$ cat config.mk
export PLATFORM = sky130hd
export DESIGN_NAME = switch_debouncer
export DESIGN_NICKNAME = d
export VERILOG_FILES = /design/src/rtl/debounce_pkg.sv /design/src/rtl/sync_chain.sv /design/src/rtl/settle_timer.sv /design/src/rtl/debounce_fsm.sv /design/src/rtl/switch_debouncer.sv
export SDC_FILE = /design/constraint.sdc
export NUM_CORES = 1
export LEC_CHECK = 0
export CAP_MARGIN = 20
export CORE_AREA = 2 2 39 41
export CTS_CLUSTER_SIZE = 24
export DETAILED_ROUTE_END_ITERATION = 10
export DIE_AREA = 0 0 41 43
export SLEW_MARGIN = 40
export SYNTH_ARGS = -nofsm -noshare
export SYNTH_HDL_FRONTEND = slang
export SYNTH_SLANG_ARGS = --single-unit
export TNS_END_PERCENT = 5
$ cat constraint.sdc
create_clock -name clk -period 2.05 [get_ports clk]
set_input_delay 0.41 -clock clk [delete_from_list [all_inputs] [get_ports clk]]
set_output_delay 0.41 -clock clk [all_outputs]
set_load 0.02 [all_outputs]
$ cat src/rtl/debounce_pkg.sv
package debounce_pkg;
    typedef enum logic [1:0] {
        ST_OPEN    = 2'd0,
        ST_CLOSED  = 2'd1,
        ST_OPENING = 2'd2,
        ST_CLOSING = 2'd3
    } sw_state_e;

    typedef struct packed {
        sw_state_e state;
        logic      level;
        logic      press;
        logic      rel;
    } fsm_regs_t;
endpackage

$ cat src/rtl/sync_chain.sv
module sync_chain #(
    parameter int STAGES = 2
) (
    input  logic clk,
    input  logic rst_n,
    input  logic din,
    output logic dout
);
    logic [STAGES-1:0] sh_d, sh_q;

    always_comb begin
        sh_d = {sh_q[STAGES-2:0], din};
    end

    always_ff @(posedge clk or negedge rst_n) begin
        if (!rst_n) sh_q <= '0;
        else        sh_q <= sh_d;
    end

    assign dout = sh_q[STAGES-1];
endmodule

$ cat src/rtl/settle_timer.sv
module settle_timer #(
    parameter int SETTLE_CYCLES = 16
) (
    input  logic clk,
    input  logic rst_n,
    input  logic start,
    output logic expired
);
    localparam int CW = (SETTLE_CYCLES > 1) ? $clog2(SETTLE_CYCLES) : 1;
    localparam logic [CW-1:0] LOAD = CW'(SETTLE_CYCLES - 1);

    logic [CW-1:0] cnt_d, cnt_q;
    logic          run_d, run_q;

    assign expired = run_q && (cnt_q == '0);

    always_comb begin
        cnt_d = cnt_q;
        run_d = run_q;
        if (start) begin
            cnt_d = LOAD;
            run_d = 1'b1;
        end else if (expired) begin
            run_d = 1'b0;
        end else if (run_q) begin
            cnt_d = cnt_q - 1'b1;
        end
    end

    always_ff @(posedge clk or negedge rst_n) begin
        if (!rst_n) begin
            cnt_q <= '0;
            run_q <= 1'b0;
        end else begin
            cnt_q <= cnt_d;
            run_q <= run_d;
        end
    end
endmodule

$ cat src/rtl/debounce_fsm.sv
module debounce_fsm
    import debounce_pkg::*;
#(
    parameter bit PRESS_IMMEDIATE   = 1'b1,
    parameter bit RELEASE_IMMEDIATE = 1'b0
) (
    input  logic      clk,
    input  logic      rst_n,
    input  logic      sw_sync,
    input  logic      expired,
    output logic      start,
    output sw_state_e state,
    output logic      level,
    output logic      press,
    output logic      rel
);
    fsm_regs_t r_d, r_q;

    always_comb begin
        r_d       = r_q;
        r_d.press = 1'b0;
        r_d.rel   = 1'b0;
        start     = 1'b0;
        case (r_q.state)
            ST_OPEN: begin
                if (sw_sync) begin
                    r_d.state = ST_CLOSING;
                    start     = 1'b1;
                    r_d.press = PRESS_IMMEDIATE;
                end
            end
            ST_CLOSED: begin
                if (!sw_sync) begin
                    r_d.state = ST_OPENING;
                    start     = 1'b1;
                    r_d.rel   = RELEASE_IMMEDIATE;
                end
            end
            ST_CLOSING: begin
                if (expired) begin
                    if (sw_sync) begin
                        r_d.state = ST_CLOSED;
                        r_d.level = 1'b1;
                        r_d.press = !PRESS_IMMEDIATE;
                    end else begin
                        r_d.state = ST_OPEN;
                    end
                end
            end
            ST_OPENING: begin
                if (expired) begin
                    if (!sw_sync) begin
                        r_d.state = ST_OPEN;
                        r_d.level = 1'b0;
                        r_d.rel   = !RELEASE_IMMEDIATE;
                    end else begin
                        r_d.state = ST_CLOSED;
                    end
                end
            end
            default: r_d.state = ST_OPEN;
        endcase
    end

    always_ff @(posedge clk or negedge rst_n) begin
        if (!rst_n) begin
            r_q.state <= ST_OPEN;
            r_q.level <= 1'b0;
            r_q.press <= 1'b0;
            r_q.rel   <= 1'b0;
        end else begin
            r_q <= r_d;
        end
    end

    assign state = r_q.state;
    assign level = r_q.level;
    assign press = r_q.press;
    assign rel   = r_q.rel;
endmodule

$ cat src/rtl/switch_debouncer.sv
module switch_debouncer
    import debounce_pkg::*;
#(
    parameter int SETTLE_CYCLES     = 16,
    parameter int SYNC_STAGES       = 2,
    parameter bit PRESS_IMMEDIATE   = 1'b1,
    parameter bit RELEASE_IMMEDIATE = 1'b0
) (
    input  logic clk,
    input  logic rst_n,
    input  logic sw_raw,
    output logic level_out,
    output logic press_pulse,
    output logic release_pulse
);
    logic      sync_w;
    logic      expired_w;
    logic      start_w;
    sw_state_e state_w;

    sync_chain #(.STAGES(SYNC_STAGES)) u_sync (
        .clk  (clk),
        .rst_n(rst_n),
        .din  (sw_raw),
        .dout (sync_w)
    );

    settle_timer #(.SETTLE_CYCLES(SETTLE_CYCLES)) u_timer (
        .clk    (clk),
        .rst_n  (rst_n),
        .start  (start_w),
        .expired(expired_w)
    );

    debounce_fsm #(
        .PRESS_IMMEDIATE  (PRESS_IMMEDIATE),
        .RELEASE_IMMEDIATE(RELEASE_IMMEDIATE)
    ) u_fsm (
        .clk    (clk),
        .rst_n  (rst_n),
        .sw_sync(sync_w),
        .expired(expired_w),
        .start  (start_w),
        .state  (state_w),
        .level  (level_out),
        .press  (press_pulse),
        .rel    (release_pulse)
    );
endmodule

==> results of run 1 <==
metrics by stage:
step	hold slack, ns	setup WS [ns]	area (sq um)	utilization [%]
6_report	0.355	0.413	641	46.3
5_1_grt	0.368	0.346	641	46.3
4_1_cts	0.362	0.392	641	46.3
3_5_place_dp	0.346	0.560	604	43.7
3_3_place_gp	0.335	0.581	604	43.7
2_1_floorplan	0.114	0.641	534	-
flip-flops by register name, indices dropped and copies added, names as in the netlist:
signal,flops
u_timer.run_q,1
u_fsm.state,2
u_sync.sh_q,2
u_fsm.press,1
u_timer.cnt_q,4
u_fsm.rel,1
u_fsm.level,1
per-layer routing:
metal	routed length (microns)	track usage, %	vias up
met2	344	14.7	6
met5	0	0	-
met1	380	15.8	165
li1	-	-	180
met3	35	9.42	0
met4	0	4.00	0
logic make-up (layout without fill, tap and decap cells):
group,Yosys count,in the layout,share of synthesized area (%)
AO/OA/AOI/OAI,7,7,8.67
XOR/XNOR,1,1,1.64
adder cells (fa/ha/maj),2,2,4.68
buffers and inverters,3,12,2.11
flip-flops,12,12,56.2
multiplexers,2,2,3.98
AND/OR/NAND/NOR,19,19,22.7
report_power, final:
group,internal [uW],leakage [uW],switching (uW),total [uW]
combinational,129,0.000134,114,243
sequential,310,0.000136,85.4,396
clock,108,0.0000210,68.6,176
area by class of cell:
| cell class | instances | area [sq um] | area share (%) |
|---|---|---|---|
| sequential | 12 | 300 | 46.9 |
| inverter | 3 | 11.3 | 1.76 |
| timing repair buffer | 5 | 50.0 | 7.81 |
| tap | 16 | 20.0 | 3.13 |
| clock buffer | 4 | 36.3 | 5.66 |
| multi-input combinational | 31 | 223 | 34.8 |
layout by cell type (no fill, tap or decap), types with 2 or more instances in the layout:
master,instances
inv_1,3
dfrtp_1,12
o21ai_1,2
clkbuf_4,3
and3_1,2
ha_1,2
a21oi_1,2
clkdlybuf4s50_1,5
nand2_1,7
worst paths after layout:
kind | start | end | depth (start not counted)
max | u_fsm.level$_DFFE_PN0P_ | level_out | 1
max reg2reg | u_timer.cnt_q[0]$_DFFE_PN0P_ | u_fsm.state[0]$_DFFE_PN0P_ | 5
min | u_sync.sh_q[0]$_DFF_PN0_ | u_sync.sh_q[1]$_DFF_PN0_ | 0
min in group asynchronous | rst_n | u_fsm.rel$_DFF_PN0_ | 1
max in group asynchronous | rst_n | u_sync.sh_q[1]$_DFF_PN0_ | 1
min reg2reg | u_sync.sh_q[0]$_DFF_PN0_ | u_sync.sh_q[1]$_DFF_PN0_ | 0
==> flow_summary_export.csv, run 1 <==
group,metric,value,unit
run_status,status,"complete, no violations",
clock_network,path_clk_slew,0.06,ns
timing,period_minus_slack,1.64,ns
yosys,async_flop_share,100,%
run,cap_violations,0,
timing,fmax,611,MHz
place,io_buffers,5,
timing,slew_violations,0,
yosys,synth_edf_count,0,
power_and_ir_drop,power.total,815,uW
clock_network,cts_setup_buffers,0,
die,row_count,14,
route,drc,0,
route,firstDrtPassIters,4,
yosys,yosys.area.top_type_share,56.2,%
critical_path,crit_buf_inv,1,
die,die_x,41,microns
yosys,synthTopCellsByCount,"12 x dfrtp_1, 7 x nand2_1, 3 x inv_1",
timing,setup_violations,0,
critical_path,crit_chain,"clkdlybuf4s50_1",
clock_network,htreeDepth,1,
timing,final.setup.tns,0,ns
critical_path,required,1.64,ns
route,routed-via-count,351,
die,initial_core_util,38.6,%
die,core,1380,sq um
yosys,yosysWarnings,0,
critical_path,startpoint_type,"flip-flop",
clock_network,insertion_delay,0.26,ns
yosys,synth_top_area_cell,"dfrtp_1",
yosys,synthTopCellsByArea,"dfrtp_1 56%, nand2_1 4.9%, ha_1 4.7%, nand2b_4 2.6%, and3_1 2.3%",
die,die_h,43,microns
yosys,yosysMostFrequentCell,"dfrtp_1",
clock_network,postCtsHoldBufs,0,
place,dpl.hpwl,578,microns
power_and_ir_drop,powerDensity,1270,nW/um^2
critical_path,cp_slowest_cell,"clkdlybuf4s50_1",
yosys,synth-main-ff-cell,"dfrtp_1",
power_and_ir_drop,power.leakage,0.000291,uW
timing,worst_pin_slew,0.507,ns
critical_path,slowest_delay,0.61,ns
place,place.gp.congestion,0.735,
power_and_ir_drop,vdd_drop_max,0.492,mV
hold_path,worstHoldPathType,"flip-flop to flip-flop",
finish,syn2layout_area_growth,19.9,%
critical_path,crit_arrival,1.23,ns
clock_network,cts.sinks,12,
grt,grt_first_pass_wirelength,1.37,mm
clock_network,cts_resized,0,
die,io_pins,6,
grt,grt_use_total,12.0,%
yosys,post_synth.cell_area_avg,11.6,sq um
clock_network,clockRootBuffer,"clkbuf_4",
route,final_antenna_net_count,0,
grt,overflow,0,
clock_network,cts_tree,"yes",
grt,grt_pass1_vias,343,
finish,fillers,133,
finish,layoutNonFillerInstCount,71,
route,drt_iter0_drc,5,
critical_path,cp_top_family,"buffers and inverters",
route,wl_per_cell,10.7,microns
yosys,syn_inst,46,
route,wl,760,microns
timing,max-slew-margin-rel,66.1,%
clock_network,numCtsBuffers,3,
finish,layout.nets,61,
yosys,netlist_area,534,sq um
critical_path,r2r_slack,0.56,ns
route,vias_per_cell,4.94,
yosys,synthesis.nets,51,
grt,antenna_found_initial,0,
timing,finalCritPeriodShare,79.9,%
timing,finClkSkew,0.00356,ns
yosys,synth_cell_types,23,
critical_path,cp-end-kind,"primary output",
timing,grt_setup_unrepaired,"no",
grt,grt_max_degree,13,
yosys,yosysSeqAreaShare,56.2,%
clock_network,cts_buffer_depth,2,
timing,hold_viol,0,
critical_path,crit_type,"flip-flop to primary output",
finish,n_antenna_cell,0,
die,die-area,1760,sq um
finish,drive_gt1_share,12.7,%
critical_path,cp_max_fo,3,
yosys,ys_seq_elements,12,
place,dpl.cell_count,67,
Note: power is estimated with default switching activity, not from simulation.
==> run 2, diff against run 1 <==
clock period = 1.5 ns   (was 2.05 ns; I/O delays follow)
==> flow_summary_export.csv, run 2 (synthesis results as in run 1) <==
group,metric,value,unit
die,core,1380,sq um
timing,setup_violations,0,
critical_path,crit_chain,"inv_2 -> ha_4 -> or3b_4 -> and3_1 -> o21ai_1",
finish,largest_register,"u_timer.cnt_q",
die,initial_core_util,38.6,%
timing,fmax,705,MHz
timing,final.setup.tns,0,ns
timing,finalCritPeriodShare,94.5,%
critical_path,required,1.69,ns
clock_network,numCtsBuffers,3,
timing,worst_pin_slew,0.322,ns
grt,grt_first_pass_wirelength,1.66,mm
finish,largestRegisters,"u_timer.cnt_q (4), u_fsm.state (2), u_sync.sh_q (2)",
grt,grt_max_degree,13,
clock_network,postCtsHoldBufs,0,
clock_network,cts_tree,"yes",
critical_path,setup.worst_path.end,"u_timer.cnt_q[0]$_DFFE_PN0P_",
timing,slew_violations,0,
finish,largest_reg_flops,4,
critical_path,cp_max_fo,5,
grt,overflow,0,
finish,final_cell_mix,"12 x dfrtp_1, 7 x nand2_1, 4 x buf_4",
timing,finClkSkew,0.00460,ns
grt,grt_use_total,14.9,%
clock_network,insertion_delay,0.27,ns
clock_network,path_clk_slew,0.07,ns
route,wl,896,microns
finish,design_area,691,sq um
finish,utilization,49.9,%
power_and_ir_drop,power.leakage,0.000329,uW
critical_path,crit_type,"flip-flop to flip-flop",
clock_network,cts.sinks,12,
die,die_h,43,microns
critical_path,startpoint_type,"flip-flop",
timing,period_minus_slack,1.42,ns
finish,final_common_cell,"dfrtp_1",
critical_path,crit_arrival,1.61,ns
critical_path,cp_slowest_cell,"dfrtp_1",
run,cap_violations,0,
power_and_ir_drop,vdd_drop_max,0.815,mV
critical_path,r2r-end,"u_timer.cnt_q[0]$_DFFE_PN0P_",
critical_path,crit_buf_inv,1,
route,wl_per_cell,11.9,microns
critical_path,worstReg2RegStart,"u_timer.cnt_q[1]$_DFFE_PN0P_",
finish,syn2layout_area_growth,29.3,%
route,firstDrtPassIters,2,
die,row_count,14,
die,io_pins,6,
critical_path,cp_num_cells,5,
place,place_area,627,sq um
route,routed-via-count,373,
die,die_x,41,microns
hold_path,worstHoldPathType,"primary input to asynchronous set/reset pin",
critical_path,cp_top_family,"simple AND/OR/NAND/NOR gates",
critical_path,cp-startpoint,"u_timer.cnt_q[1]$_DFFE_PN0P_",
die,die-area,1760,sq um
route,drc,0,
clock_network,htreeDepth,1,
run_status,status,"complete, no violations",
clock_network,clockRootBuffer,"clkbuf_4",
place,place.gp.congestion,0.679,
timing,grt_setup_unrepaired,"no",
place,io_buffers,5,
clock_network,cts_buffer_depth,2,
finish,drive_gt1_share,27.1,%
finish,layout.nets,65,
critical_path,r2r_cells,5,
route,vias_per_cell,4.97,
route,drt_iter0_drc,2,
grt,antenna_found_initial,0,
grt,grt_pass1_vias,388,
critical_path,cp-end-kind,"flip-flop",
timing,max-slew-margin-rel,78.2,%
power_and_ir_drop,powerDensity,1790,nW/um^2
critical_path,r2r_slack,0.08,ns
critical_path,slowest_delay,0.41,ns
finish,n_antenna_cell,0,
timing,hold_viol,0,
route,final_antenna_net_count,0,
run 2: cell count changes in the layout (fill, tap and decap cells not counted), moves of 2 or more:
cell | before | now
inv_1 | 3 | 1
inv_2 | 0 | 2
dlygate4sd2_1 | 0 | 2
clkdlybuf4s50_1 | 5 | 2
buf_4 | 0 | 4
run 2: what timing repair did:
item | in CTS | in global routing
endpoints found under the setup margin | 2 | 4
resized for setup | 2 | 7
pin swaps | 0 | 1
setup buffers | 0 | 1
run 2: area by class of cell:
type / count / area, sq um
inverters: 3 / 11.3
flip-flops and latches: 12 / 300
well taps: 16 / 20.0
fillers: 140 / 693
multi-input cells: 31 / 243
repair buffers: 9 / 80.1
clock buffers: 4 / 36.3
run 2: worst min-delay path by stage:
stage / from / to / depth (start not counted)
detailed placement: u_sync.sh_q[0]$_DFF_PN0_ / u_sync.sh_q[1]$_DFF_PN0_ / 0
floorplan: rst_n / u_fsm.level$_DFFE_PN0P_ / 0
CTS: rst_n / u_fsm.rel$_DFF_PN0_ / 2
global placement: u_sync.sh_q[0]$_DFF_PN0_ / u_sync.sh_q[1]$_DFF_PN0_ / 0
global route: rst_n / u_fsm.level$_DFFE_PN0P_ / 2
finish: rst_n / u_fsm.rel$_DFF_PN0_ / 2
run 2: metal layers:
layer  vias up  part of all wire (%)  global-route usage (%)
met3         2                   5.9                    9.42
met4         0                   1.0                    6.00
met1       176                    46                    18.4
met5         -                     0                       0
li1        188                     -                       -
met2         7                    47                    20.3
run 2: stage by stage:
stage	instances	worst slack, ns	hold slack, ns	power, uW
after floorplan	46	0.0912	0.00441	786
after global placement	70	0.0691	0.332	919
after detailed placement	70	0.0474	0.337	926
after CTS	74	0.00700	0.326	1180
after global routing	75	0.0176	0.348	1360
final	75	0.0824	0.327	1240
run 2: power by group:
| group | switching, uW | internal [uW] |
|---|---|---|
| logic | 202 | 239 |
| registers | 120 | 423 |
| clock network | 104 | 148 |
| total | 426 | 810 |
==> run 3, diff against run 2 <==
SLEW_MARGIN = 15   (was 40)
==> results of run 3 <==
Final layout, timing and power as in run 2 (identical DEF).
